### src/rtl/lockq_pkg.sv
package lockq_pkg;

  // Selects which event a run counter reports.
  typedef enum logic {
    HIT_FULL, // counter has reached its limit
    HIT_LAST  // the current cycle completes the run
  } hit_mode_e;

  // Width needed to hold values 0..lim.
  function automatic int unsigned cnt_bits(int unsigned lim);
    if (lim < 1) return 1;
    return $clog2(lim + 1);
  endfunction

  // One step of a saturating run-length counter: cleared when the
  // condition is false, incremented up to lim while it is true.
  function automatic int unsigned run_step(int unsigned cur, logic cond,
                                           int unsigned lim);
    if (!cond) return 0;
    return (cur < lim) ? cur + 1 : cur;
  endfunction

endpackage

### src/rtl/lockq_sync.sv
module lockq_sync #(
  parameter int unsigned        WIDTH   = 1,
  parameter int unsigned        STAGES  = 2,
  parameter logic [WIDTH-1:0]   RST_VAL = '0
) (
  input  logic             clk,
  input  logic             arst_n,
  input  logic [WIDTH-1:0] d,
  output logic [WIDTH-1:0] q
);

  logic [WIDTH-1:0] chain_q [STAGES];

  always_ff @(posedge clk or negedge arst_n) begin
    if (!arst_n) begin
      for (int i = 0; i < STAGES; i++) chain_q[i] <= RST_VAL;
    end else begin
      chain_q[0] <= d;
      for (int i = 1; i < STAGES; i++) chain_q[i] <= chain_q[i-1];
    end
  end

  assign q = chain_q[STAGES-1];

endmodule

### src/rtl/lockq_run_ctr.sv
module lockq_run_ctr
  import lockq_pkg::*;
#(
  parameter int unsigned LIMIT = 4,
  parameter hit_mode_e   MODE  = HIT_FULL
) (
  input  logic clk,
  input  logic arst_n,
  input  logic clr,
  input  logic inc,
  output logic hit
);

  localparam int unsigned   CW    = cnt_bits(LIMIT);
  localparam logic [CW-1:0] LIM_C = CW'(LIMIT);
  localparam logic [CW-1:0] PRE_C = CW'(LIMIT - 1);

  logic [CW-1:0] cnt_q;
  logic [CW-1:0] cnt_d;

  always_comb begin
    if (clr) cnt_d = '0;
    else     cnt_d = CW'(run_step(32'(cnt_q), inc, LIMIT));
  end

  always_ff @(posedge clk or negedge arst_n) begin
    if (!arst_n) cnt_q <= '0;
    else         cnt_q <= cnt_d;
  end

  generate
    if (MODE == HIT_FULL) begin : g_full
      assign hit = (cnt_q == LIM_C);
    end else begin : g_last
      assign hit = inc && !clr && (cnt_q >= PRE_C);
    end
  endgenerate

endmodule

### src/rtl/lockq_status.sv
module lockq_status
  import lockq_pkg::*;
#(
  parameter int unsigned ASSERT_CYC  = 49250,
  parameter int unsigned DROP_CYC    = 131625,
  parameter int unsigned HOLD_CYC    = 49250,
  parameter int unsigned RST_MIN_CYC = 4,
  parameter int unsigned SYNC_STAGES = 2
) (
  input  logic clk_ref,
  input  logic por_n,
  input  logic rst_pin_n,
  input  logic tx_lock_raw,
  input  logic rx_lock_raw,
  input  logic out_en,
  output logic lock_pd_n
);

  localparam int unsigned SYNC_W = 3;

  // Synchronized inputs: bit 2 reset pin, bit 1 receive lock, bit 0 transmit lock.
  logic [SYNC_W-1:0] sync_q;
  logic              tx_lock_s;
  logic              rx_lock_s;
  logic              rst_sync_n;

  // Named internal events, observed by the bound checker.
  logic both_ok_s;
  logic rst_active;
  logic qual_up;
  logic qual_dn;
  logic hold_done;
  logic lock_q;

  lockq_sync #(
    .WIDTH   (SYNC_W),
    .STAGES  (SYNC_STAGES),
    .RST_VAL (3'b100)
  ) u_sync (
    .clk    (clk_ref),
    .arst_n (por_n),
    .d      ({rst_pin_n, rx_lock_raw, tx_lock_raw}),
    .q      (sync_q)
  );

  assign tx_lock_s  = sync_q[0];
  assign rx_lock_s  = sync_q[1];
  assign rst_sync_n = sync_q[2];
  assign both_ok_s  = tx_lock_s & rx_lock_s;

  // Reset request is accepted once it has been low long enough.
  lockq_run_ctr #(.LIMIT(RST_MIN_CYC), .MODE(HIT_FULL)) u_rst_filt (
    .clk    (clk_ref),
    .arst_n (por_n),
    .clr    (1'b0),
    .inc    (!rst_sync_n),
    .hit    (rst_active)
  );

  // Unbroken run of both indications high.
  lockq_run_ctr #(.LIMIT(ASSERT_CYC), .MODE(HIT_LAST)) u_up_ctr (
    .clk    (clk_ref),
    .arst_n (por_n),
    .clr    (rst_active),
    .inc    (both_ok_s),
    .hit    (qual_up)
  );

  // Unbroken run of at least one indication low.
  lockq_run_ctr #(.LIMIT(DROP_CYC), .MODE(HIT_LAST)) u_dn_ctr (
    .clk    (clk_ref),
    .arst_n (por_n),
    .clr    (rst_active),
    .inc    (!both_ok_s),
    .hit    (qual_dn)
  );

  // Minimum low time after an accepted reset or power-on.
  lockq_run_ctr #(.LIMIT(HOLD_CYC), .MODE(HIT_FULL)) u_hold_ctr (
    .clk    (clk_ref),
    .arst_n (por_n),
    .clr    (rst_active),
    .inc    (1'b1),
    .hit    (hold_done)
  );

  always_ff @(posedge clk_ref or negedge por_n) begin
    if (!por_n)                              lock_q <= 1'b0;
    else if (rst_active)                     lock_q <= 1'b0;
    else if (!lock_q && qual_up && hold_done) lock_q <= 1'b1;
    else if (lock_q && qual_dn)              lock_q <= 1'b0;
  end

  // Pull-down released when locked, or when the output is disabled.
  assign lock_pd_n = lock_q | ~out_en;

endmodule

### config.mk
export PLATFORM = sky130hd
export DESIGN_NAME = lockq_status
export DESIGN_NICKNAME = d
export VERILOG_FILES = /design/src/rtl/lockq_pkg.sv /design/src/rtl/lockq_sync.sv /design/src/rtl/lockq_run_ctr.sv /design/src/rtl/lockq_status.sv
export SDC_FILE = /design/constraint.sdc
export NUM_CORES = 1
export LEC_CHECK = 0
export BUFFER_PORTS_ARGS = -buffer_cell sky130_fd_sc_hd__clkbuf_2
export CORE_UTILIZATION = 60
export CTS_BUF_LIST = sky130_fd_sc_hd__clkbuf_8
export CTS_CLUSTER_DIAMETER = 120
export CTS_CLUSTER_SIZE = 30
export DETAILED_ROUTE_END_ITERATION = 8
export HOLD_SLACK_MARGIN = 0.05
export PLACE_DENSITY = 0.77
export SLEW_MARGIN = 30
export SYNTH_ARGS = -nofsm -noshare
export SYNTH_HDL_FRONTEND = slang
export SYNTH_SLANG_ARGS = --single-unit
export TNS_END_PERCENT = 50
### constraint.sdc
create_clock -name clk_ref -period 2.8 [get_ports clk_ref]
set_input_delay 0.28 -clock clk_ref [delete_from_list [all_inputs] [get_ports clk_ref]]
set_output_delay 0.28 -clock clk_ref [all_outputs]
set_load 0.02 [all_outputs]
==> qor.yml, run 1 <==
maxCapViolations: 0
grt_pass1_wl_mm: 10.5
setup_slack_ns: 0.676
min_path_type: "flop to flop"
synth_edf_count: 0
final_common_cell: "dfrtp_1"
hold_viol_final: 0
ir_worst_vdd_mv: 0.478
r2r_slack_ns: 0.68
path_clk_slew_ns: 0.06
start_util: 0.626
p_per_area_nw_per_um2: 597
finalSetupViolCount: 0
crit_path_end_kind: "flop"
cts-root-buf: "clkbuf_8"
power.leakage_nw: 1.53
coreArea_um2: 5110
synthMuxAreaShare: 0.00940
syn_avg_cell_area_um2: 9.29
track_usage: 0.255
insertedDiodeCount: 0
vias: 2500
worstReg2RegStart: "u_dn_ctr.cnt_q[14]"
start_kind: "flop"
grt_pass1_vias: 2339
viasPerCell: 5.73
finalPower_mw: 2.11
area_delta_synth_final_pct: 10.7
htreeDepth: 3
cts_buffer_depth: 2
min_to: "u_sync.q[2]"
crit_required_ns: 3.08
place.gp.congestion: 0.838
dieArea_um2: 5620
nFillCells: 408
multi_input_area_um2: 1600
nets: 377
async_flop_share: 1.00
synth_compound_area_frac: 0.118
seq_area_frac_synth: 0.471
synth_cell_types: 46
holdWs_ns: 0.356
final_cell_mix: "58 x dfrtp_1, 39 x nor2_1, 31 x nand2_1"
rsz0062_at_grt: "false"
yosysWarnings: 0
syn_nets: 360
drive_above_1_share: 0.0956
drt-initial-drc-count: 257
grt_max_degree: 28
fp.dieH_um: 75.0
dpl.hpwl_mm: 4.22
wl_per_cell_um: 14.0
clk_latency_ns: 0.34
critical_path_arrival_ns: 2.40
clock_skew_ns: 0.00616
period_needed_ns: 2.12
synth_top_family_by_area: "simple AND/OR/NAND/NOR gates"
antenna_found_initial: 0
rows: 26
seq_area_um2: 1500
synthXorXnorAreaFrac: 0.0658
maxSlewViolCount: 0
fin_crit_sh: 0.759
worstSetupPathType: "flop to flop"
netlist_instances: 344
outcome: "finished clean"
min_from: "u_sync.chain_q[5]"
io_pins: 7
cts_resized: 0
grt-ovfl-total: 0
die_w_um: 75.0
whs_path_depth: 0
drt_wl_total_mm: 6.09
cts_tree: "done"
firstDrtPassIters: 4
synth_area_um2: 3200
fin_tns_setup_ns: 0
synth_seq_cells: 60
cp_max_fo: 11
r2r.worst_path.cells: 5
postCtsSetupBuffers: 0
synthAdderAreaFrac: 0.0392
max_slew.worst_pin.slew_ns: 0.776
timing.rr.end: "u_dn_ctr.cnt_q[13]"
synth-main-ff-cell: "dfrtp_1"
fmaxAchievable_mhz: 471
route.detailed.drc: 0
ant_nets: 0
numCtsBuffers: 9
synth_simple_gate_area_share: 0.269
clkSinkCount: 60
io_buffers: 6
max-slew-margin-rel: 0.476
dp_slack_ns: 0.708
## registers in the layout, summed over array words and instances (netlist names)
signal and cells:
u_dn_ctr.cnt_q 18, u_hold_ctr.cnt_q 16, u_up_ctr.cnt_q 16, u_rst_filt.cnt_q 3, u_sync.chain_q 3, u_sync.q 3, lock_q 1
## worst max-delay path: stages (launching register included)
cell,delay (ns)
dfrtp_1,0.43
nor4_2,0.37
a41oi_1,0.41
or3_1,0.45
or3_1,0.32
nand2_1,0.08
## layer usage
metal	share of wire	GRT usage	up-vias
met2	0.45	0.390	51
met3	0.037	0.0616	9
li1	-	-	1260
met4	0.020	0.105	0
met5	0	0	-
met1	0.49	0.349	1180
## timing repair
| action | in CTS | in global routing |
|---|---|---|
| hold buffers | 4 | 0 |
| setup endpoints to repair | 0 | 0 |
| endpoints found under the hold margin | 15 | 0 |
## report_power, final
part | total, mW | internal [mW] | switching, mW
clock network | 0.708 | 0.384 | 0.324
logic | 0.337 | 0.156 | 0.182
registers | 1.07 | 0.957 | 0.109
## Yosys cell counts, drive strengths merged (5+ instances only)
master	number	area (um2)
xor2	9	78.8
and3	9	56.3
ha	10	125
clkbuf	5	18.8
nand4	9	56.3
o21ai	22	110
nand3	18	90.1
nand2	31	116
nor3	10	50.1
inv	13	48.8
dfrtp	58	1450
nor2	39	146
a21oi	22	110
xnor2	15	131
or3	18	114
## stage by stage
stage,utilization,instance area (um2),std cells
2_1_floorplan,-,3200,344
3_3_place_gp,0.645,3300,415
3_5_place_dp,0.649,3320,416
4_1_cts,0.693,3540,436
5_1_grt,0.693,3540,436
6_report,0.693,3540,436
## worst max path at each step
stage / startpoint / end / slack (ns) / cells after the start
floorplan: u_dn_ctr.cnt_q[14] / u_dn_ctr.cnt_q[12] / 1.05 / 6
global placement: u_dn_ctr.cnt_q[14] / u_dn_ctr.cnt_q[13] / 0.80 / 5
detailed placement: u_dn_ctr.cnt_q[14] / u_dn_ctr.cnt_q[13] / 0.71 / 5
CTS: u_dn_ctr.cnt_q[14] / u_dn_ctr.cnt_q[13] / 0.68 / 5
global route: u_dn_ctr.cnt_q[15] / u_dn_ctr.cnt_q[13] / 0.53 / 5
finish: u_dn_ctr.cnt_q[14] / u_dn_ctr.cnt_q[13] / 0.68 / 5
## cell type report
type                    instances  share of cell area
well taps                      70              0.0248
clock buffers                  12              0.0467
clock inverters                 4             0.00495
inverters                      13              0.0138
repair buffers                 14              0.0318
multi-input cells             263               0.453
flip-flops and latches         60               0.425
## logic make-up after synthesis
family	count (synthesis)
and+or+nand+nor	162
AOI/OAI and AO/OA	64
DFF	60
xor gates and xnor gates	24
buffers and inverters	21
adders and majority gates	10
muxes	3
(Power assumes the default switching activity.)
==> inputs of run 2 (changes only) <==
==> constraint.sdc (replaced) <==
create_clock -name clk_ref -period 1.98 [get_ports clk_ref]
set_input_delay 0.198 -clock clk_ref [delete_from_list [all_inputs] [get_ports clk_ref]]
set_output_delay 0.198 -clock clk_ref [all_outputs]
set_load 0.02 [all_outputs]
==> qor.yml, run 2 (synthesized netlist as in run 1, its figures left out) <==
outcome: "finished clean"
place.gp.congestion: 0.879
ant_nets: 0
crit_required_ns: 2.25
insertedDiodeCount: 0
final_cell_mix: "57 x dfrtp_1, 39 x nor2_1, 31 x nand2_1"
design_area_um2: 3610
rows: 26
fin_crit_sh: 0.953
final_common_cell: "dfrtp_1"
largest_reg_flops: 18
antenna_found_initial: 0
dpl.hpwl_mm: 4.16
cts_buffer_depth: 2
cp_max_fo: 10
maxSlewViolCount: 0
placed_cell_area_um2: 3350
finalPower_mw: 3.09
reg_top3: "u_dn_ctr.cnt_q: 18 flops, u_hold_ctr.cnt_q: 16 flops, u_up_ctr.cnt_q: 16 flops"
maxCapViolations: 0
p_per_area_nw_per_um2: 856
dieArea_um2: 5620
cts-root-buf: "clkbuf_8"
hold_viol_final: 0
period_needed_ns: 1.89
rsz0062_at_grt: "true"
min_path_type: "flop to flop"
finalSetupViolCount: 0
fp.dieH_um: 75.0
clk_latency_ns: 0.34
fmaxAchievable_mhz: 530
area_delta_synth_final_pct: 13.0
fin_tns_setup_ns: 0
vias: 2579
clock_skew_ns: 0.00542
crit_path_end_kind: "flop"
slowest_stage: "or3_2"
clkSinkCount: 60
max_stage_delay_ns: 0.46
drt-initial-drc-count: 145
route.detailed.drc: 0
top_register: "u_dn_ctr.cnt_q"
power.leakage_nw: 1.56
max_slew.worst_pin.slew_ns: 0.631
grt_pass1_wl_mm: 10.5
viasPerCell: 5.85
wl_per_cell_um: 13.9
start_util: 0.626
track_usage: 0.253
start_kind: "flop"
path_clk_slew_ns: 0.07
max-slew-margin-rel: 0.580
die_w_um: 75.0
path_cells: "nor3_1, nand4_1, o21a_2, or3_2, a21oi_1"
critical_path_arrival_ns: 2.16
numCtsBuffers: 9
cts_tree: "done"
drt_wl_total_mm: 6.14
htreeDepth: 3
io_pins: 7
ir_worst_vdd_mv: 0.751
io_buffers: 6
worstSetupPathType: "flop to flop"
coreArea_um2: 5110
grt_max_degree: 61
drive_above_1_share: 0.121
firstDrtPassIters: 4
grt_pass1_vias: 2388
grt-ovfl-total: 0
nets: 382
run 2: changes by cell type in the layout (fill, tap and decap cells not counted), sizes merged:
cell      before  now
bufinv         0    1
clkinv         2    3
inv           15   13
clkinvlp       0    2
clkbuf        18   16
buf            4    9
run 2: what timing repair did:
| action | 4_1_cts | 5_1_grt |
|---|---|---|
| setup buffers | 0 | 0 |
| hold buffers | 4 | 0 |
| endpoints found under the setup margin | 0 | 11 |
| endpoints found under the hold margin | 61 | 0 |
| resized for setup | 0 | 4 |
run 2: final timing paths:
kind	startpoint	end	slack [ns]	cells past startpoint
worst min register to register	u_sync.chain_q[4]	u_sync.q[1]	0.35	0
min in group asynchronous	por_n	u_dn_ctr.cnt_q[9]	0.39	3
worst min-delay path	u_sync.chain_q[4]	u_sync.q[1]	0.35	0
worst max-delay path	u_dn_ctr.cnt_q[15]	u_dn_ctr.cnt_q[10]	0.09	5
max in group asynchronous	por_n	u_sync.q[2]	1.28	3
worst max register to register	u_dn_ctr.cnt_q[15]	u_dn_ctr.cnt_q[10]	0.09	5
run 2: area by class of cell:
cell class,count,area (um2)
Timing Repair Buffer,19,150
Fill cell,415,1500
Multi-Input combinational cell,263,1620
Clock inverter,6,63.8
Inverter,13,48.8
Sequential cell,60,1510
Clock buffer,10,138
Tap cell,70,87.6
run 2: through the flow:
step,instances,setup slack (ns),hold slack (ns),util
floorplan,344,0.234,-0.0976,-
global placement,421,0.113,0.232,0.657
detailed placement,421,0.0505,0.233,0.657
CTS,441,0.0270,0.355,0.704
global route,441,-0.0249,0.361,0.707
finish,441,0.0928,0.351,0.707
run 2: per-layer routing:
metal  global-route usage  wire, um
met2                0.388      2820
met4                0.119        91
met3               0.0750       264
met1                0.330      2970
met5                    0         0
run 2: where the power goes:
group / total, mW / leakage [nW] / internal [mW] / switching [mW]
clock network: 1.11 / 0.0983 / 0.612 / 0.493
logic: 0.476 / 0.658 / 0.222 / 0.254
registers: 1.51 / 0.800 / 1.35 / 0.156
total: 3.09 / 1.56 / 2.19 / 0.903
run 2: worst max-delay path: cells and delay by family (launching register included):
family          cells  cell delay [ns]
simple gates        3             0.95
compound gates      2             0.45
flops               1             0.42
==> inputs of run 3 (changes only) <==
--- a/config.mk
+++ b/config.mk
@@ -6,13 +6,15 @@
 export NUM_CORES = 1
 export LEC_CHECK = 0
 export BUFFER_PORTS_ARGS = -buffer_cell sky130_fd_sc_hd__clkbuf_2
-export CORE_UTILIZATION = 60
+export CELL_PAD_IN_SITES_DETAIL_PLACEMENT = 0
+export CELL_PAD_IN_SITES_GLOBAL_PLACEMENT = 1
+export CORE_UTILIZATION = 51
 export CTS_BUF_LIST = sky130_fd_sc_hd__clkbuf_8
 export CTS_CLUSTER_DIAMETER = 120
 export CTS_CLUSTER_SIZE = 30
 export DETAILED_ROUTE_END_ITERATION = 8
 export HOLD_SLACK_MARGIN = 0.05
-export PLACE_DENSITY = 0.77
+export PLACE_DENSITY_LB_ADDON = 0.1
 export SLEW_MARGIN = 30
 export SYNTH_ARGS = -nofsm -noshare
 export SYNTH_HDL_FRONTEND = slang
==> qor.yml, run 3 (synthesized netlist as in run 1, its figures left out) <==
critical_path_buf_inv_count: 0
path_delay_family: "simple AND/OR/NAND/NOR gates"
worstReg2RegStart: "u_dn_ctr.cnt_q[10]"
crit_path_end_kind: "flop"
reg_top3: "u_dn_ctr.cnt_q: 18 flops, u_hold_ctr.cnt_q: 16 flops, u_up_ctr.cnt_q: 16 flops"
fmaxAchievable_mhz: 527
final_cell_mix: "57 x dfrtp_1, 39 x nor2_1, 31 x nand2_1"
coreArea_um2: 5990
fin_crit_sh: 0.959
p_per_area_nw_per_um2: 854
start_kind: "flop"
route.detailed.drc: 0
rsz0062_at_grt: "true"
start_util: 0.533
track_usage: 0.227
r2r.worst_path.cells: 5
numCtsBuffers: 9
r2r_slack_ns: 0.08
area_delta_synth_final_pct: 14.2
worstSetupPathType: "flop to flop"
timing.rr.end: "u_dn_ctr.cnt_q[10]"
rows: 28
nets: 386
outcome: "finished clean"
antenna_found_initial: 0
max_stage_delay_ns: 0.45
drive_above_1_share: 0.128
place.gp.congestion: 0.822
io_buffers: 6
cts_tree: "done"
firstDrtPassIters: 4
htreeDepth: 3
grt_pass1_vias: 2271
ant_nets: 0
io_pins: 7
dieArea_um2: 6590
period_needed_ns: 1.90
slowest_stage: "or3_2"
cts-root-buf: "clkbuf_8"
dpl.hpwl_mm: 4.78
max_slew.worst_pin.slew_ns: 0.558
wl_per_cell_um: 14.7
maxSlewViolCount: 0
drt_wl_total_mm: 6.62
min_path_type: "primary input to async pin"
max-slew-margin-rel: 0.628
largest_reg_flops: 18
grt_max_degree: 29
path_cells: "nor4_4, nand4_1, o21a_2, or3_2, a21oi_1"
drt-initial-drc-count: 155
maxCapViolations: 0
worstSetupStartpoint: "u_dn_ctr.cnt_q[10]"
die_w_um: 81.2
hold_viol_final: 0
final_util: 0.609
ir_worst_vdd_mv: 0.628
clkSinkCount: 60
power.leakage_nw: 1.58
top_register: "u_dn_ctr.cnt_q"
final_common_cell: "dfrtp_1"
crit_required_ns: 2.23
viasPerCell: 5.59
grt-ovfl-total: 0
insertedDiodeCount: 0
finalPower_mw: 3.12
grt_pass1_wl_mm: 11.0
finalSetupViolCount: 0
critical_path_arrival_ns: 2.15
endpoint: "u_dn_ctr.cnt_q[10]"
clk_latency_ns: 0.34
cp_num_cells: 5
cp_max_fo: 8
fp.dieH_um: 81.2
vias: 2517
path_clk_slew_ns: 0.07
cts_buffer_depth: 2
clock_skew_ns: 0.00730
-- run 3: cell types whose count changed in the layout (fill, tap and decap cells not counted), sizes merged --
cell	previous run	this run
buf	9	13
clkbuf	16	17
clkinv	3	2
inv	13	14
clkinvlp	2	1
-- run 3: layer usage --
layer,up-vias,wire (um),global-route usage
met5,-,0,0
met4,0,114,0.0964
met3,11,195,0.0438
met2,32,3030,0.346
met1,1200,3280,0.313
li1,1274,-,-
-- run 3: worst min-delay path by stage --
stage / from / to / slack, ns
after floorplan: por_n / lock_q / -0.1
after global placement: por_n / u_dn_ctr.cnt_q[5] / 0.18
after detailed placement: por_n / u_dn_ctr.cnt_q[6] / 0.18
after CTS: por_n / u_dn_ctr.cnt_q[6] / 0.35
after global routing: u_sync.chain_q[5] / u_sync.q[2] / 0.37
final: por_n / u_dn_ctr.cnt_q[6] / 0.34
-- run 3: through the flow --
step,std cells,setup TNS [ns],hold WS (ns),instance area (um2),setup WS [ns]
global placement,430,0,0.178,3390,0.129
detailed placement,430,0,0.184,3390,0.0529
finish,450,0,0.342,3650,0.0821
global route,450,-0.00216,0.369,3650,-0.00216
floorplan,344,0,-0.0976,3200,0.234
CTS,450,0,0.346,3630,0.0347
-- run 3: cell type report --
cell class | count | area [um2]
fillers | 532 | 2340
multi-input cells | 263 | 1620
flip-flops and latches | 60 | 1510
repair buffers | 23 | 180
clock buffers | 11 | 151
well taps | 75 | 93.8
clock inverters | 5 | 51.3
inverters | 13 | 48.8
-- run 3: power by group --
group	switching (mW)	total [mW]	internal (mW)	leakage (nW)
sequential	0.158	1.51	1.35	0.800
combinational	0.260	0.486	0.226	0.678
clock	0.478	1.12	0.640	0.107
-- run 3: repair_timing --
| action | in CTS | in global routing |
|---|---|---|
| hold buffers | 4 | 0 |
| setup endpoints to repair | 0 | 8 |
| resized for setup | 0 | 4 |
| buffers inserted | 0 | 0 |
| hold endpoints to repair | 19 | 0 |
-- run 3: worst register-to-register path: cells and delay by family, from the launching register on --
kind               cells  cell delay, ns
AOI/OAI and AO/OA      2            0.47
DFF                    1            0.44
and+or+nand+nor        3            0.91
